--- src/rtl/rqs_proto_monitor.sv ---
module rqs_proto_monitor #(
  parameter int DWORDS        = 8,
  parameter int SLOTS         = 4,
  parameter int LEN_W         = 11,
  parameter bit STRADDLE      = 1'b0,
  parameter bit PARITY_EN     = 1'b1,
  parameter bit DWORD_ALIGNED = 1'b1
) (
  input  logic                     clk,
  input  logic                     rst_n,
  input  logic [DWORDS*32-1:0]     tdata,
  input  logic [DWORDS-1:0]        tkeep,
  input  logic                     tlast,
  input  logic                     tvalid,
  input  logic                     tready,
  input  logic [SLOTS*4-1:0]       first_be,
  input  logic [SLOTS*4-1:0]       last_be,
  input  logic [SLOTS*4-1:0]       addr_off,
  input  logic [SLOTS-1:0]         sop,
  input  logic [1:0]               sop0_ptr,
  input  logic [SLOTS-1:0]         eop,
  input  logic                     disc,
  input  logic [DWORDS*4-1:0]      parity,
  input  logic [SLOTS*LEN_W-1:0]   req_len,
  output logic [11:0]              err_pulse,
  output logic [11:0]              err_sticky,
  output logic                     pkt_null
);
  localparam int BYTES  = DWORDS * 4;
  localparam int BEAT_W = DWORDS*32 + DWORDS + 1 + 14*SLOTS + 3 + BYTES;
  localparam logic [DWORDS-1:0] KEEP_ONE = DWORDS'(1);

  logic              acc, first_beat, closing, open_nxt;
  logic              stall_q, open_q, abort_q;
  logic [BEAT_W-1:0] beat_now, snap_q;
  logic [SLOTS-1:0]  starts, off_bad, lbe_bad;
  logic [BYTES-1:0]  par_bad;
  logic              keep_err, dsop_err, lane_err, orphan_err, over_err;

  assign acc        = tvalid & tready;
  assign first_beat = acc & ~open_q;
  assign beat_now   = {tdata, tkeep, tlast, first_be, last_be, addr_off,
                       sop, sop0_ptr, eop, disc, parity};

  for (genvar k = 0; k < SLOTS; k++) begin : g_slot
    assign off_bad[k] = addr_off[4*k +: 4] != 4'd0;
    assign lbe_bad[k] = (req_len[LEN_W*k +: LEN_W] <= LEN_W'(1)) &&
                        (last_be[4*k +: 4] != 4'd0);
  end

  for (genvar i = 0; i < BYTES; i++) begin : g_par
    assign par_bad[i] = parity[i] != ~^tdata[8*i +: 8];
  end

  if (STRADDLE) begin : g_strad
    logic [2:0]        ns, ne;
    logic signed [4:0] tot;
    always_comb begin
      ns = '0;
      ne = '0;
      for (int k = 0; k < SLOTS; k++) begin
        ns = ns + 3'(sop[k]);
        ne = ne + 3'(eop[k]);
      end
    end
    assign tot        = $signed({4'b0, open_q}) + $signed({2'b0, ns}) - $signed({2'b0, ne});
    assign starts     = acc ? sop : '0;
    assign open_nxt   = acc ? (tot > 5'sd0) : open_q;
    assign closing    = acc & (|eop) & ~(tot > 5'sd0);
    assign keep_err   = 1'b0;
    assign dsop_err   = acc & disc & (|eop) & (|sop);
    assign lane_err   = acc & ~open_q & (|sop) & (sop0_ptr != 2'd0);
    assign orphan_err = acc & (tot < 5'sd0);
    assign over_err   = acc & (tot > 5'sd1);
  end else begin : g_plain
    assign starts     = first_beat ? SLOTS'(1) : '0;
    assign open_nxt   = acc ? ~tlast : open_q;
    assign closing    = acc & tlast;
    assign keep_err   = acc & (tlast ? (tkeep == '0 || (tkeep & (tkeep + KEEP_ONE)) != '0)
                                     : (tkeep != '1));
    assign dsop_err   = 1'b0;
    assign lane_err   = 1'b0;
    assign orphan_err = 1'b0;
    assign over_err   = 1'b0;
  end

  assign err_pulse[0]  = stall_q & (~tvalid | (beat_now != snap_q));
  assign err_pulse[1]  = open_q & ~tvalid;
  assign err_pulse[2]  = keep_err;
  assign err_pulse[3]  = first_beat & disc;
  assign err_pulse[4]  = disc & ~tvalid;
  assign err_pulse[5]  = dsop_err;
  assign err_pulse[6]  = PARITY_EN & acc & (|par_bad);
  assign err_pulse[7]  = DWORD_ALIGNED & (|(off_bad & starts));
  assign err_pulse[8]  = |(lbe_bad & starts);
  assign err_pulse[9]  = lane_err;
  assign err_pulse[10] = orphan_err;
  assign err_pulse[11] = over_err;

  assign pkt_null = abort_q;

  always_ff @(posedge clk or negedge rst_n) begin
    if (!rst_n) begin
      stall_q    <= 1'b0;
      snap_q     <= '0;
      open_q     <= 1'b0;
      abort_q    <= 1'b0;
      err_sticky <= '0;
    end else begin
      stall_q    <= tvalid & ~tready;
      snap_q     <= beat_now;
      open_q     <= open_nxt;
      err_sticky <= err_sticky | err_pulse;
      if (acc) abort_q <= closing ? 1'b0 : (abort_q | disc);
    end
  end
endmodule

--- config.mk ---
export PLATFORM = sky130hd
export DESIGN_NAME = rqs_proto_monitor
export DESIGN_NICKNAME = d
export VERILOG_FILES = /design/src/rtl/rqs_proto_monitor.sv
export SDC_FILE = /design/constraint.sdc
export NUM_CORES = 1
export LEC_CHECK = 0
export BUFFER_PORTS_ARGS = -buffer_cell sky130_fd_sc_hd__buf_2
export CELL_PAD_IN_SITES_DETAIL_PLACEMENT = 0
export CELL_PAD_IN_SITES_GLOBAL_PLACEMENT = 1
export CORE_MARGIN = 3
export CORE_UTILIZATION = 42
export CTS_BUF_LIST = sky130_fd_sc_hd__clkbuf_16
export DETAILED_ROUTE_END_ITERATION = 10
export HOLD_SLACK_MARGIN = 0.06
export PLACE_DENSITY_LB_ADDON = 0.1
export SYNTH_ARGS = -nofsm -noshare
export SYNTH_HDL_FRONTEND = slang
export SYNTH_SLANG_ARGS = --single-unit
export TNS_END_PERCENT = 50
--- constraint.sdc ---
create_clock -name clk -period 3 [get_ports clk]
set_input_delay 0.45 -clock clk [delete_from_list [all_inputs] [get_ports clk]]
set_output_delay 0.45 -clock clk [all_outputs]
set_load 0.005 [all_outputs]
---- After elaboration in Yosys (flattened, before gate mapping) ----
Cells that the tools add are included.
word-level totals
  bits in registers ....................... 371
  latch bits .............................. 0
  RAM bits ................................ 0
  ROM bits ................................ 0
  bits of input ports ..................... 404
  output and inout bits ................... 25
  memories ................................ 0
operators by class
  add/sub/neg operators ................... 1
  multipliers ............................. 0
  div/mod/pow operators ................... 0
  $lt $le $gt $ge ......................... 4
  eq/ne operators ......................... 34
  shifts and indexed selects .............. 0
  muxes and demuxes ....................... 3
  bitwise gates (word level) .............. 20
  reductions and logical operators ........ 50
operators with widths
  operator             count
  $ne 356x356->1       1
  $reduce_xnor 8->1    32
  $le 11x1->1 const B  4
  $ne 1x1->1           32
  $reduce_bool 4->1    8
  $reduce_or 32->1     1
  $or 12x9->12         1
  $and 1x1->1          10
  $add 8x1->8 const B  1
  $and 4x1->4          2
  $and 8x8->8          1
  $logic_not 8->1      1
  $ne 8x8->1 const B   1
  $reduce_bool 8->1    1
  $reduce_or 4->1      2
  $logic_and 1x1->1    4
  $not 1->1            4
  $mux 1               3
  $or 1x1->1           2
  $logic_or 1x1->1     1

---- Longest topological paths before layout ----
Gate-level depths: netlist (run 1).
  depth in word-level cells ............... 7
  depth in mapped cells ................... 7

---- Worst setup path after synthesis (run 1) ----
No wires, ideal clock.
  kind .................................... input -> output
  start ................................... input port tdata[67]
  end ..................................... output port err_pulse[0]
  arrival ................................. 2.196 ns
  path slack .............................. 0.354 ns
  cell stages on the path ................. 7
  buffers on the path ..................... 0
  cell sequence ........................... nor2b_1 -> a2111o_1 -> nor4_1 -> nand4_1 -> or4_4 -> nor4b_4 -> nor2_1
between the ends
  longest elaborated chain between the ends .. 3
ends and longest elaborated chain
  what                line  text
  start: declaration  11    input logic [DWORDS*32-1:0] tdata,
  $ne 356x356->1      87    assign err_pulse[0] = stall_q & (~tvalid | (beat_now != snap_q));
  $or 1x1->1          87
  $and 1x1->1         87
  end: declaration    25    output logic [11:0] err_pulse,
Every way passes these cells.

---- Worst setup path in the final report (run 1) ----
  start ................................... register snap_q[289]
  end ..................................... output port err_pulse[0]
between the ends
  longest elaborated chain between the ends .. 3
ends and longest elaborated chain
  what                      line  text
  start: declaration        35    logic [BEAT_W-1:0] beat_now, snap_q;
  start signal: assignment  111   snap_q <= beat_now;
  $ne 356x356->1            87
  $or 1x1->1                87
  $and 1x1->1               87
Every way passes these cells.

==> summary.md, run 1 <==
• **run status** finished, violations left
• **violations in the final reports** setup timing
• **length of the first detailed-routing pass in iterations** 7
• **RR Startpoint** snap_q[289]$_DFF_PN0_
• **leading cell types by total area after synthesis** sky130_fd_sc_hd__dfrtp_1, sky130_fd_sc_hd__xnor2_1, sky130_fd_sc_hd__xor2_1, sky130_fd_sc_hd__nor2b_1, sky130_fd_sc_hd__xnor3_1
• **horizontal extent of the die** 205 um
• **Netlist Area Pre-Place** 0.0167 mm^2
• **top cell type's share of synthesized area** 55.0%
• **required time reported for the critical path endpoint** 2550 ps
• **clock latency at the later pin of the worst-skew pair** 570 ps
• **worst-case clock buffer depth** 3
• **flip-flop and latch count after synthesis** 367
• **total DRC errors in the routed layout** 0
• **share of the yosys chip area belonging to registers** 55.0%
• **worst-path cell with the longest stage delay** sky130_fd_sc_hd__or4_4
• **worst-path maximum fanout** 2
• **initial core utilization** 42.8%
• **cell count of the worst reg-to-reg path** 8
• **Top Ports** 429
• **Clock Root Buffer** sky130_fd_sc_hd__clkbuf_16
• **Max-slew headroom** 48.0%
• **first-pass GRT wire length** 98000 um
• **data arrival time of the worst path** 3190 ps
• **share of synthesized flip-flops with an asynchronous set or reset** 100%
• **pin count of the biggest net entering global routing** 75
• **final instance count without filler cells** 2788
• **source of the worst hold timing path** tdata[248]
• **clock-pin slew reported for the worst setup and hold paths after clock tree synthesis** 50 ps
• **number of antenna violations at the first check in global routing** 17
• **unique cell type count in the Yosys netlist** 38
• **DRC violation total after the first TritonRoute iteration** 999
• **total wirelength of the detailed-routed design** 71000 um
• **vias in the first global route** 14400
• **clock buffers created by TritonCTS** 41
• **average footprint of a synthesized cell** 12.5 um^2
• **global routing met3 resource utilization** 7.21%
• **Compound-Gate Fraction of Synth Area** 6.53%
• **Worst Hold End** snap_q[348]$_DFF_PN0_
• **Vias/cell** 4.94
• **met2 Track Usage GR** 52.9%
• **main combinational cell family by area after synthesis** XOR/XNOR gates
• **mux cell area share after synthesis** 0.0599%
• **finished layout cell area** 0.0248 mm^2
• **Ys Warns** 0
• **Mapped Cells** 1334
• **DP Area** 0.0218 mm^2
• **XOR/XNOR share of the synthesized area** 23.4%
• **nature of the critical path endpoint** primary output
• **fin nets** 2637
• **delay of the slowest critical-path stage** 580 ps
• **Die Outline Area** 0.0422 mm^2
• **cell type contributing the most total cell area after synthesis** sky130_fd_sc_hd__dfrtp_1
• **number of sinks on the clock net** 367
• **standard cell core area** 0.0390 mm^2
• **vias** 13800
• **wire length per cell after detailed routing** 25.5 um
• **Peak VDD IR** 0.399 mV
• **layout cells sized above 1** 35.8%
• **aggregate global-route resource usage** 33.5%
• **clock tree skew after final layout** 13.5 ps
• **upper clock frequency limit** 0.275 GHz
• **final slew viol count** 0
• **relative area change from synthesis to final layout** 48.3%
• **class of the worst hold path** input port to flip-flop
• **global routing's busiest layer** met2
• **kind of start point of the critical path** flip-flop
• **critical path cell sequence** nor2b_4, a2111o_1, nor4_4, nand4_1, or4_4, nor4b_4, buf_4, nor2_1, buf_2
• **synthesized-area fraction occupied by and/or/nand/nor cells** 12.4%
• **adder and majority cell fraction of the synthesized area** 0%
• **crit path time final** 3640 ps
• **total placed cells including tap cells** 2561
• **worst path setup slack after routing** -638 ps
• **Final setup viols** 2
• **startpoint-to-endpoint class of the critical path** flip-flop to primary output
• **port buffer count** 386
• **HPWL after detailed placement** 58400 um
• **static leakage power** 0.0116 uW
• **row count** 72
• **H-Tree Depth** 2
• **Post-synth EDFFs** 0
• **CTS tree** yes
• **sum of overflow across all layers after global routing** 0
• **final worst path period share** 121%
• **measured slew at the worst slew-check pin** 777 ps
• **flip-flop cell with the highest count after synthesis** sky130_fd_sc_hd__dfrtp_1
• **# Max-Cap Violations** 0
• **DRT antenna net count** 0
• **dominant cell by count in the synthesized netlist** sky130_fd_sc_hd__dfrtp_1
• **reg-to-reg critical path endpoint** err_sticky[0]$_DFF_PN0_
• **met1 demand-to-capacity share in global routing** 46.1%
• **die outline height** 205 um
• **r2r setup slk** 350 ps
• **DP Worst Slack** -495 ps
• **Hold Path Stages** 1
• **cell area power density** 528 mW/mm^2
• **weighted congestion at the end of routability-driven global placement** 0.959
• **number of hold violations in the final report** 0
• **unrepaired setup endpoints after global routing** yes
• **Commonest cells post-synth** sky130_fd_sc_hd__dfrtp_1, sky130_fd_sc_hd__xnor2_1, sky130_fd_sc_hd__nor2b_1
==> logic make-up (layout without fill, tap and decap cells) <==
kind of cell,after synthesis,in the layout
multiplexers,1,1
other,1,18
flip-flops,367,367
buffers and inverters,107,1026
AND/OR/NAND/NOR,330,330
XOR/XNOR,402,402
AO/OA/AOI/OAI,126,126
==> state kept, by name, summed over array words and instances, names as in the netlist <==
register and flops:
pkt_null 1, err_sticky 8, snap_q 356, stall_q 1, open_q 1
==> worst max-delay path, delay by kind of cell (launching register included) <==
family                 cells  cell delay (ps)
AO/OA/AOI/OAI              1              430
buffers and inverters      2              300
flip-flops                 1              380
AND/OR/NAND/NOR            6             1520
==> power breakdown <==
part	total (uW)	internal (uW)	switching (uW)	leakage [uW]
registers	5330	5200	129	0.00426
logic	2810	1410	1400	0.00666
clock network	4940	2830	2110	0.000645
total	13100	9440	3640	0.0116
==> timing repair <==
action                                 in CTS  in global routing
gates resized for setup                    19                 22
setup endpoints to repair                   2                  2
pin swaps                                  10                 10
endpoints found under the hold margin     202                  1
setup buffers                               1                  1
hold buffers                              144                  1
==> how the worst max path moves through the flow <==
stage / start / end / slack (ps) / cells after the start
6_report: snap_q[289]$_DFF_PN0_ / err_pulse[0] / -640 / 9
3_3_place_gp: tdata[67] / err_pulse[0] / -350 / 9
5_1_grt: snap_q[289]$_DFF_PN0_ / err_pulse[0] / -700 / 9
3_5_place_dp: tdata[198] / err_pulse[0] / -500 / 11
4_1_cts: snap_q[26]$_DFF_PN0_ / err_pulse[0] / -640 / 9
2_1_floorplan: tdata[67] / err_pulse[0] / 350 / 7
==> per-layer routing <==
metal | routed length, um | share of wire (%)
met1 | 30900 | 44
met4 | 2250 | 3.2
met5 | 40 | 0.056
met2 | 33000 | 46
met3 | 4790 | 6.8
==> cell usage in the layout, fill, tap and decap left out, types with 3 or more instances in the layout <==
cell and instances:
sky130_fd_sc_hd__diode_2 10, sky130_fd_sc_hd__a22o_1 5, sky130_fd_sc_hd__nand2_1 4, sky130_fd_sc_hd__nor2_1 9, sky130_fd_sc_hd__buf_2 385, sky130_fd_sc_hd__dfrtp_1 366, sky130_fd_sc_hd__nand4_1 36, sky130_fd_sc_hd__a2111oi_0 13
sky130_fd_sc_hd__clkbuf_16 43, sky130_fd_sc_hd__nand2b_1 73, sky130_fd_sc_hd__o221ai_1 7, sky130_fd_sc_hd__nor2b_2 4, sky130_fd_sc_hd__a2111o_1 28, sky130_fd_sc_hd__xnor3_1 26, sky130_fd_sc_hd__nor4_2 12, sky130_fd_sc_hd__o22ai_1 27
sky130_fd_sc_hd__dlygate4sd3_1 145, sky130_fd_sc_hd__buf_4 317, sky130_fd_sc_hd__or4_1 7, sky130_fd_sc_hd__clkinv_1 13, sky130_fd_sc_hd__buf_12 10, sky130_fd_sc_hd__nor2b_1 126, sky130_fd_sc_hd__or2_2 6, sky130_fd_sc_hd__a2111oi_2 5
sky130_fd_sc_hd__xnor2_2 3, sky130_fd_sc_hd__xor2_1 127, sky130_fd_sc_hd__a221o_1 4, sky130_fd_sc_hd__xnor2_1 244, sky130_fd_sc_hd__inv_1 97, sky130_fd_sc_hd__a2111oi_1 3, sky130_fd_sc_hd__conb_1 8, sky130_fd_sc_hd__nor3_1 3
sky130_fd_sc_hd__nor4_1 40, sky130_fd_sc_hd__clkinv_2 9, sky130_fd_sc_hd__a21oi_1 5, sky130_fd_sc_hd__o2111ai_1 24, sky130_fd_sc_hd__bufinv_16 3
==> final cells by class <==
| cell class | instances | area, um^2 |
|---|---|---|
| inverters | 98 | 368 |
| clock inverters | 27 | 196 |
| well taps | 518 | 648 |
| multi-input cells | 867 | 7290 |
| fillers | 3300 | 14200 |
| repair buffers | 858 | 5970 |
| clock buffers | 43 | 1080 |
| diodes | 10 | 25.0 |
| flip-flops and latches | 367 | 9190 |
==> metrics by stage <==
step	util, %	TNS [ps]	power (uW)	hold slack [ps]
2_1_floorplan	-	0	6470	154
3_3_place_gp	55.9	-578	7980	445
3_5_place_dp	55.9	-827	8000	451
4_1_cts	63.1	-726	13100	29.5
5_1_grt	63.5	-909	13500	65.5
6_report	63.5	-712	13100	81.3
(Power assumes the default switching activity.)
==> run 2, diff against run 1 <==
==> constraint.sdc (replaced) <==
create_clock -name clk -period 3 [get_ports clk]
set_input_delay 0 -clock clk [delete_from_list [all_inputs] [get_ports clk]]
set_output_delay 0 -clock clk [all_outputs]
set_load 0.005 [all_outputs]
==> summary.md, run 2 (synthesized netlist as in run 1, its figures left out) <==
• **total power** 13100 uW, -0.13%
• **DRC violation total after the first TritonRoute iteration** 1162, +16%
• **measured slew at the worst slew-check pin** 790 ps, +12.1 ps
• **area used by multi-input combinational logic** 0.00725 mm^2, -0.57%
• **commonest cells after routing, fill and taps aside** sky130_fd_sc_hd__buf_2, sky130_fd_sc_hd__dfrtp_1, sky130_fd_sc_hd__dlygate4sd3_1
• **Clock Root Buffer** sky130_fd_sc_hd__clkbuf_16
• **post-CTS setup buffer count** 0, -1
• **pin count of the biggest net entering global routing** 62, -17%
• **vias in the first global route** 14500, +0.79%
• **Peak VDD IR** 0.403 mV, +1.0%
• **final worst path period share** 103%, -18 points
• **die outline height** 205 um, unchanged
• **reg-to-reg critical path endpoint** err_sticky[0]$_DFF_PN0_
• **# Max-Cap Violations** 0, unchanged
• **Hold Path Stages** 2, +1
• **layout cells sized above 1** 23.3%, -13 points
• **Die Outline Area** 0.0422 mm^2, unchanged
• **total DRC errors in the routed layout** 0, unchanged
• **worst-case clock buffer depth** 3, unchanged
• **clock-pin slew reported for the worst setup and hold paths after clock tree synthesis** 60 ps, about the same
• **RR Startpoint** snap_q[311]$_DFF_PN0_
• **number of hold violations in the final report** 0, unchanged
• **data arrival time of the worst path** 3090 ps, -100 ps
• **initial core utilization** 42.8%, unchanged
• **static leakage power** 0.0111 uW, -3.8%
• **total placed cells including tap cells** 2275, -11%
• **register with the highest flop count** snap_q
• **worst path setup slack after routing** -93.4 ps, +545 ps
• **r2r setup slk** 460 ps, +110 ps
• **final instance count without filler cells** 2713, -2.7%
• **clock tree skew after final layout** 10.8 ps, -2.71 ps
• **number of antenna violations at the first check in global routing** 4, -13
• **fin nets** 2570, -2.5%
• **violations in the final reports** setup timing
• **cell count of the worst reg-to-reg path** 7, -1
• **fill count** 3090, -6.4%
• **Final setup viols** 1, -1
• **worst-path maximum fanout** 2, unchanged
• **run status** finished, violations left
• **sum of overflow across all layers after global routing** 0, unchanged
• **standard cell core area** 0.0390 mm^2, unchanged
• **unrepaired setup endpoints after global routing** yes
• **total wirelength of the detailed-routed design** 70200 um, -1.1%
• **class of the worst hold path** input port to flip-flop
• **flip-flop count of the largest register, all copies and words added** 356, unchanged
• **port buffer count** 386, unchanged
• **most frequent standard cell in the layout excluding fill and tap cells** sky130_fd_sc_hd__buf_2
• **Top Ports** 429, unchanged
• **wire length per cell after detailed routing** 25.9 um, +1.6%
• **number of sinks on the clock net** 367, unchanged
• **upper clock frequency limit** 0.323 GHz, +18%
• **kind of start point of the critical path** flip-flop
• **required time reported for the critical path endpoint** 3000 ps, +450 ps
• **Worst Hold End** snap_q[40]$_DFF_PN0_
• **vias** 13600, -1.5%
• **Max-slew headroom** 46.0%, -2.0 points
• **cell area power density** 529 mW/mm^2, about the same
• **source of the worst hold timing path** sop[1]
• **Sequential cell area** 0.00918 mm^2, about the same
• **weighted congestion at the end of routability-driven global placement** 0.913, -4.8%
• **DRT antenna net count** 0, unchanged
• **final slew viol count** 0, unchanged
• **clock latency at the later pin of the worst-skew pair** 560 ps, about the same
• **horizontal extent of the die** 205 um, unchanged
• **aggregate global-route resource usage** 33.2%, -0.33 points
• **startpoint-to-endpoint class of the critical path** flip-flop to primary output
• **length of the first detailed-routing pass in iterations** 5, -2
• **clock buffers created by TritonCTS** 43, +4.9%
• **relative area change from synthesis to final layout** 48.0%
• **Vias/cell** 5.00, +1.3%
• **row count** 72, unchanged
• **largest registers in the final layout** snap_q x356, err_sticky x8
• **HPWL after detailed placement** 55000 um, -5.8%
• **CTS tree** yes
• **nature of the critical path endpoint** primary output
• **first-pass GRT wire length** 98000 um, about the same
• **H-Tree Depth** 2, unchanged
• **crit path time final** 3090 ps, -545 ps
## run 2: how the worst max path moves through the flow
stage | slack (ps) | endpoint | start | depth (start not counted)
after floorplan | 790 | err_sticky[0]$_DFF_PN0_ | snap_q[77]$_DFF_PN0_ | 7
after global placement | 210 | err_sticky[0]$_DFF_PN0_ | snap_q[16]$_DFF_PN0_ | 9
after detailed placement | 160 | err_sticky[0]$_DFF_PN0_ | snap_q[16]$_DFF_PN0_ | 9
after CTS | -130 | err_pulse[0] | snap_q[101]$_DFF_PN0_ | 10
after global routing | -220 | err_pulse[0] | snap_q[353]$_DFF_PN0_ | 10
final | -90 | err_pulse[0] | snap_q[311]$_DFF_PN0_ | 8
## run 2: report_power, final
group          leakage, uW  switching, uW  internal (uW)
sequential         0.00426            125           5200
clock             0.000686           2120           2940
combinational      0.00618           1370           1310
total               0.0111           3620           9450
## run 2: final cells by class
cell class	count	share of cell area, %
clock buffer	45	4.56
antenna	1	0.0101
multi-input combinational	867	29.3
timing repair buffer	789	24.1
inverter	98	1.49
clock inverter	28	0.780
sequential	367	37.2
tap	518	2.62
## run 2: repair_timing
item                                    4_1_cts  5_1_grt
hold buffers                                364        0
gates resized for setup                      17       13
pin swaps                                     9        0
endpoints found under the setup margin        1        2
endpoints found under the hold margin       700        0
## run 2: worst max-delay path, stage by stage (launching register included)
cell and delay [ps]:
sky130_fd_sc_hd__dfrtp_1 370, sky130_fd_sc_hd__nor2b_1 150, sky130_fd_sc_hd__a2111o_1 430, sky130_fd_sc_hd__nor4_2 310, sky130_fd_sc_hd__nand4_1 220, sky130_fd_sc_hd__or4_4 490
sky130_fd_sc_hd__nor4b_4 360, sky130_fd_sc_hd__nor2_1 70, sky130_fd_sc_hd__buf_2 130
## run 2: per-stage QoR
step / cell area [um^2] / utilization [%] / setup WS (ps) / hold WS (ps) / setup TNS [ps]
global route: 24700 / 63.4 / -223 / 101 / -223
detailed placement: 19600 / 50.2 / 164 / 38.9 / 0
global placement: 19600 / 50.2 / 205 / 38.0 / 0
CTS: 24600 / 63.2 / -128 / 75.6 / -128
floorplan: 16700 / - / 791 / -296 / 0
finish: 24700 / 63.4 / -93.4 / 102 / -93.4
## run 2: metal layers
metal  share of wire [%]  up-vias  routed length [um]  global-route usage (%)
li1                    -     6208                   -                       -
met1                  43     6766               30200                    45.6
met2                  47      490               33000                    53.2
met3                 6.8       98                4780                    6.34
met4                 3.2        0                2250                    10.8
met5                   0        -                   0                       0
